===== config.mk =====
export PLATFORM = sky130hd
export DESIGN_NAME = kbd_scan_encoder
export DESIGN_NICKNAME = d
export VERILOG_FILES = /design/src/rtl/kbd_pkg.sv /design/src/rtl/kbd_drive_seq.sv /design/src/rtl/kbd_sense_pick.sv /design/src/rtl/kbd_mod_latch.sv /design/src/rtl/kbd_scan_ctl.sv /design/src/rtl/kbd_scan_encoder.sv
export SDC_FILE = /design/constraint.sdc
export NUM_CORES = 1
export LEC_CHECK = 0
export BUFFER_PORTS_ARGS = -buffer_cell sky130_fd_sc_hd__buf_4
export CAP_MARGIN = 25
export CORE_MARGIN = 5
export CORE_UTILIZATION = 51
export DETAILED_ROUTE_END_ITERATION = 10
export PLACE_DENSITY = 0.82
export SETUP_SLACK_MARGIN = 0.3
export SLEW_MARGIN = 20
export SYNTH_ARGS = -nofsm -noshare
export SYNTH_HDL_FRONTEND = slang
export SYNTH_HIERARCHICAL = 1
export SYNTH_SLANG_ARGS = --single-unit
export TNS_END_PERCENT = 10

===== constraint.sdc =====
create_clock -name clk -period 2 [get_ports clk]
set_input_delay 0 -clock clk [delete_from_list [all_inputs] [get_ports clk]]
set_output_delay 0 -clock clk [all_outputs]
set_load 0.01 [all_outputs]

===== src/rtl/kbd_pkg.sv =====
package kbd_pkg;
  typedef enum logic [1:0] {
    MODE_NORMAL  = 2'd0,
    MODE_ALPHA   = 2'd1,
    MODE_SHIFT   = 2'd2,
    MODE_CONTROL = 2'd3
  } mode_e;

  typedef enum logic [1:0] {
    ST_SCAN = 2'd0,
    ST_HELD = 2'd1,
    ST_DEB  = 2'd2
  } scan_st_e;

  // Replaceable code map: key index offset by 64 per mode step.
  function automatic logic [7:0] key_code(input logic [7:0] key, input mode_e m);
    return key + {m, 6'b0};
  endfunction
endpackage


===== src/rtl/kbd_drive_seq.sv =====
module kbd_drive_seq #(
  parameter int N_DRV = 11,
  parameter int DRV_W = (N_DRV > 1) ? $clog2(N_DRV) : 1
) (
  input  logic             clk,
  input  logic             rst,
  input  logic             adv_i,
  output logic [DRV_W-1:0] idx_o,
  output logic [N_DRV-1:0] drive_o
);
  localparam logic [DRV_W-1:0] LAST = DRV_W'(N_DRV - 1);

  logic [DRV_W-1:0] idx_q;

  always_ff @(posedge clk) begin
    if (rst) begin
      idx_q <= '0;
    end else if (adv_i) begin
      if (idx_q == LAST) idx_q <= '0;
      else               idx_q <= idx_q + 1'b1;
    end
  end

  for (genvar g = 0; g < N_DRV; g++) begin : g_row
    assign drive_o[g] = (idx_q == DRV_W'(g));
  end

  assign idx_o = idx_q;
endmodule


===== src/rtl/kbd_sense_pick.sv =====
module kbd_sense_pick #(
  parameter int N_SNS = 8,
  parameter int SNS_W = (N_SNS > 1) ? $clog2(N_SNS) : 1
) (
  input  logic [N_SNS-1:0] sense_i,
  output logic             hit_o,
  output logic [SNS_W-1:0] col_o
);
  always_comb begin
    col_o = '0;
    for (int i = N_SNS - 1; i >= 0; i--) begin
      if (sense_i[i]) col_o = SNS_W'(i);
    end
  end

  assign hit_o = |sense_i;
endmodule


===== src/rtl/kbd_mod_latch.sv =====
module kbd_mod_latch
  import kbd_pkg::*;
(
  input  logic  clk,
  input  logic  rst,
  input  logic  load_i,
  input  logic  ctrl_i,
  input  logic  shift_i,
  input  logic  alpha_i,
  output mode_e mode_o
);
  logic ctrl_q, shift_q;

  always_ff @(posedge clk) begin
    if (rst) begin
      ctrl_q  <= 1'b0;
      shift_q <= 1'b0;
    end else if (load_i) begin
      ctrl_q  <= ctrl_i;
      shift_q <= shift_i;
    end
  end

  always_comb begin
    if (ctrl_q)       mode_o = MODE_CONTROL;
    else if (shift_q) mode_o = MODE_SHIFT;
    else if (alpha_i) mode_o = MODE_ALPHA;
    else              mode_o = MODE_NORMAL;
  end
endmodule


===== src/rtl/kbd_scan_ctl.sv =====
module kbd_scan_ctl
  import kbd_pkg::*;
#(
  parameter int N_DRV   = 11,
  parameter int N_SNS   = 8,
  parameter int DEB_CYC = 16,
  parameter int DRV_W   = (N_DRV > 1) ? $clog2(N_DRV) : 1,
  parameter int SNS_W   = (N_SNS > 1) ? $clog2(N_SNS) : 1
) (
  input  logic             clk,
  input  logic             rst,
  input  logic [N_SNS-1:0] sense_i,
  input  logic             hit_i,
  input  logic [SNS_W-1:0] col_i,
  input  logic [DRV_W-1:0] row_i,
  input  mode_e            mode_i,
  input  logic             sel_ok_i,
  output logic             adv_o,
  output logic             mod_load_o,
  output scan_st_e         st_o,
  output logic [7:0]       code_o,
  output logic             dav_n_o,
  output logic             rpt_n_o
);
  localparam int CNT_W = $clog2(DEB_CYC + 1);
  localparam logic [CNT_W-1:0] CNT_TOP = CNT_W'(DEB_CYC - 1);

  scan_st_e         st_q, st_d;
  logic [SNS_W-1:0] col_q;
  logic [CNT_W-1:0] cnt_q, cnt_d;
  logic [7:0]       code_q;
  logic             dav_n_q, dav_n_d, rpt_n_q;
  logic             take, held;
  logic [7:0]       key_w;

  assign take  = (st_q == ST_SCAN) && hit_i;
  assign held  = sense_i[col_q];
  assign key_w = 8'(int'(row_i) * N_SNS + int'(col_i));

  always_comb begin
    st_d  = st_q;
    cnt_d = cnt_q;
    case (st_q)
      ST_SCAN: if (hit_i) st_d = ST_HELD;
      ST_HELD: if (!held) begin
        st_d  = ST_DEB;
        cnt_d = CNT_TOP;
      end
      ST_DEB: begin
        if (held)               cnt_d = CNT_TOP;
        else if (cnt_q == '0)   st_d  = ST_SCAN;
        else                    cnt_d = cnt_q - 1'b1;
      end
      default: st_d = ST_SCAN;
    endcase
  end

  always_comb begin
    dav_n_d = dav_n_q;
    if (take)          dav_n_d = 1'b0;
    else if (sel_ok_i) dav_n_d = 1'b1;
  end

  always_ff @(posedge clk) begin
    if (rst) begin
      st_q    <= ST_SCAN;
      cnt_q   <= '0;
      col_q   <= '0;
      code_q  <= '0;
      dav_n_q <= 1'b1;
      rpt_n_q <= 1'b1;
    end else begin
      st_q    <= st_d;
      cnt_q   <= cnt_d;
      dav_n_q <= dav_n_d;
      rpt_n_q <= !((st_d == ST_HELD) && dav_n_d);
      if (take) begin
        col_q  <= col_i;
        code_q <= key_code(key_w, mode_i);
      end
    end
  end

  assign adv_o      = (st_q == ST_SCAN) && !hit_i;
  assign mod_load_o = (st_q == ST_SCAN);
  assign st_o       = st_q;
  assign code_o     = code_q;
  assign dav_n_o    = dav_n_q;
  assign rpt_n_o    = rpt_n_q;
endmodule


===== src/rtl/kbd_scan_encoder.sv =====
module kbd_scan_encoder
  import kbd_pkg::*;
#(
  parameter int N_DRV   = 11,
  parameter int N_SNS   = 8,
  parameter int DEB_CYC = 16
) (
  input  logic             clk,
  input  logic             rst,
  input  logic [N_SNS-1:0] sense_i,
  input  logic             ctrl_i,
  input  logic             shift_i,
  input  logic             alpha_i,
  input  logic [1:0]       sel_hi_i,
  input  logic [1:0]       sel_lo_n_i,
  output logic [N_DRV-1:0] drive_o,
  output logic [7:0]       bus_d_o,
  output logic             bus_en_o,
  output logic             dav_n_o,
  output logic             rpt_n_o
);
  localparam int DRV_W = (N_DRV > 1) ? $clog2(N_DRV) : 1;
  localparam int SNS_W = (N_SNS > 1) ? $clog2(N_SNS) : 1;

  logic [DRV_W-1:0] row_w;
  logic [SNS_W-1:0] col_w;
  logic             hit_w, adv_w, load_w, sel_ok;
  mode_e            mode_w;
  scan_st_e         st_w;

  assign sel_ok = (&sel_hi_i) && !(|sel_lo_n_i);

  kbd_drive_seq #(.N_DRV(N_DRV), .DRV_W(DRV_W)) u_drv (
    .clk(clk), .rst(rst), .adv_i(adv_w), .idx_o(row_w), .drive_o(drive_o)
  );

  kbd_sense_pick #(.N_SNS(N_SNS), .SNS_W(SNS_W)) u_pick (
    .sense_i(sense_i), .hit_o(hit_w), .col_o(col_w)
  );

  kbd_mod_latch u_mod (
    .clk(clk), .rst(rst), .load_i(load_w), .ctrl_i(ctrl_i),
    .shift_i(shift_i), .alpha_i(alpha_i), .mode_o(mode_w)
  );

  kbd_scan_ctl #(
    .N_DRV(N_DRV), .N_SNS(N_SNS), .DEB_CYC(DEB_CYC), .DRV_W(DRV_W), .SNS_W(SNS_W)
  ) u_ctl (
    .clk(clk), .rst(rst), .sense_i(sense_i), .hit_i(hit_w), .col_i(col_w),
    .row_i(row_w), .mode_i(mode_w), .sel_ok_i(sel_ok), .adv_o(adv_w),
    .mod_load_o(load_w), .st_o(st_w), .code_o(bus_d_o),
    .dav_n_o(dav_n_o), .rpt_n_o(rpt_n_o)
  );

  assign bus_en_o = sel_ok;
endmodule


==> out/results.ini <==
[clocking]
clockRootBuffer=clkbuf_4
cts_tree=built
cts_num_sinks=23
clk_path_buf_depth=2
insertion_delay_ps=310
cts_inserted_buffers=3
cts_max_level=1
clk_pin_slew_ps=120

[finish]
num-nets-final=229
antennaDiodeCount=0
final_core_util_pct=67.54
final_area_mm2=0.001814
area_growth_pct=30.40
fillerInstances=228
drive_above_1_share_pct=32.69
final_cells=239

[pwr]
vdd_ir_drop_max_v=0.0004901
powerDensity_mw_per_mm2=609.2
leakagePower_uw=0.0007336

[global_routing]
antenna_found_initial=0
grt_max_degree=26
grt_pass1_vias=1340
grt_usage_pct=17.43
grt_first_pass_wirelength_um=5740
grt_overflow=0

[placement]
postPlaceCellArea_mm2=0.001683
post-dp-hpwl_um=2473
numPortBuffers=38
routabilityCongestion=0.8348
placedCellCount=227

[drt]
vias_per_cell=5.464
dr.pass1.iters=4
vias=1306
routed_wl_um=3361
drcViolationCount=0
drt_iter0_drc=31
ant_nets=0
wl_per_cell_um=14.06

[critical_path]
path_max_fanout=6
cp.required_ps=2240
path_cells=mux4_2, mux2_4, or3_4, a41oi_2
crit_family=multiplexers
max_stage_delay_ps=500
start_kind=flop
crit_path_end_kind=flop
slowest_stage=mux4_2
path_buf_inv=0
critPathArrivalTime_ps=1970
ff2ff_setup_slack_ps=260
path_class=reg2reg

[floorplan]
rows=19
ios=39
core_area_mm2=0.002686
die_area_mm2=0.003873
die_w_um=62.23
die_h_um=62.23
start_util_pct=51.79

[synth]
synth_nets=185
syn_area_per_cell_um2=8.432
synthTopCellsByArea=dfxtp_1 (33%), nand2_1 (5.7%), a21oi_1 (5.0%)
synth_edf_count=0
synth_top_cell_area_share_pct=33.09
ys_ff_latch=23
synthTopCellsByCount=dfxtp_1 (23), nand2_1 (21), nor2_1 (17), a21oi_1 (14), inv_1 (8)
synthesis.instances=165
yosysTopAreaCell=dfxtp_1
synth.cell_area_mm2=0.001391
synthArstFlopShare_pct=0
yosysUniqueCellTypes=52
seq_area_frac_synth_pct=33.09
yosysMostFrequentCell=dfxtp_1
synth_flop_cell=dfxtp_1
synth-warning-count=6

[sta]
fin_worst_skew_ps=6.766
timing_hold_violations_final=0
rsz0062_at_grt=yes
report.final.slew_viol_count=0
finalSetupViolCount=0
tightest_slew_ps=437.9
relSlewSlack_pct=70.77
final.min_clock_period_ps=1736
finalCritPeriodShare_pct=86.80
max_clock_freq_mhz=576.0
setup_tns_ps=0

[run_status]
outcome=finished, final reports clean

[run]
maxCapViolCount=0

[worst_hold_path]
hp-class=in2reg

## routing by layer
metal / up-vias / share of wire, % / track usage, %
li1: 673 / - / -
met1: 606 / 41 / 19.33
met2: 21 / 55 / 32.77
met3: 6 / 2.8 / 2.523
met4: 0 / 1.5 / 6.504
met5: - / 0 / 0
## registers in the layout (all words and copies together), names as in the netlist
signal         count
u_ctl/code_o       6
u_ctl/cnt_q        5
u_drv/idx_o        4
u_ctl/col_q        2
u_ctl/st_o         2
u_ctl/dav_n_o      1
u_ctl/rpt_n_o      1
u_mod/ctrl_q       1
u_mod/shift_q      1
## final timing paths
kind                                                    from  cells after the start                           end
worst max register to register   u_ctl/col_q[0]$_SDFFE_PP0P_                      4   u_ctl/cnt_q[4]$_SDFFE_PP0P_
worst max-delay path             u_ctl/col_q[0]$_SDFFE_PP0P_                      4   u_ctl/cnt_q[4]$_SDFFE_PP0P_
worst min register to register  u_ctl/code_o[4]$_SDFFE_PP0P_                      2  u_ctl/code_o[4]$_SDFFE_PP0P_
worst min-delay path                                     rst                      2   u_ctl/col_q[0]$_SDFFE_PP0P_
## cell families after synthesis
logic type	Yosys count	share of synthesized area (%)
muxes	8	8.273
xor gates and xnor gates	2	1.259
adders and majority gates	3	2.698
and+or+nand+nor	76	30.13
DFF	23	33.09
buffers and inverters	18	6.654
AOI/OAI and AO/OA	35	17.90
## what timing repair did
action / 4_1_cts / 5_1_grt
buffers inserted: 3 / 0
cloned: 1 / 0
resized for setup: 0 / 6
hold endpoints to repair: 3 / 0
setup endpoints to repair: 5 / 8
hold buffers: 4 / 0
pin swaps: 1 / 2
## layout by cell type (no fill, tap or decap), types with 2 or more instances in the layout
cell type and instances:
or2b_1 2, nor2_1 17, nor3_1 6, nand2_1 21, nand3b_1 2, clkbuf_4 3
nor2b_1 3, mux4_2 2, nand2b_1 5, dlygate4sd3_1 4, o21ai_0 2, dfxtp_1 22
a21oi_1 14, mux2i_1 4, mux2_2 2, nand3_1 4, ha_1 3, inv_1 8
o21bai_1 2, nor4_2 2, buf_4 44
## where the power goes
group | internal (uW) | switching, uW
logic | 185 | 174
registers | 495 | 42.8
clock network | 77.8 | 132
total | 757 | 348
## stage by stage
stage	power, uW	hold WS, ps	setup slack (ps)
final	1105	32.94	264.0
after global routing	1191	30.08	183.5
after CTS	1095	17.71	212.1
after detailed placement	866.4	263.1	206.9
after global placement	850.6	245.8	249.6
after floorplan	756.8	69.07	270.7
## worst reg2reg max path, cell delays in order (launching register included)
cell and delay, ps:
dfxtp_4 390, mux4_2 500, mux2_4 330, or3_4 340, a41oi_2 120
## final cells by class
type                       instances  area (um^2)  area share, %
multi-input combinational        125        884.6          48.76
tap                               31        38.79          2.138
sequential                        23        464.2          25.59
clock buffer                       4        26.28          1.448
timing repair buffer              48        370.4          20.41
inverter                           8        30.03          1.655
Power figures use the tool's default switching activity.
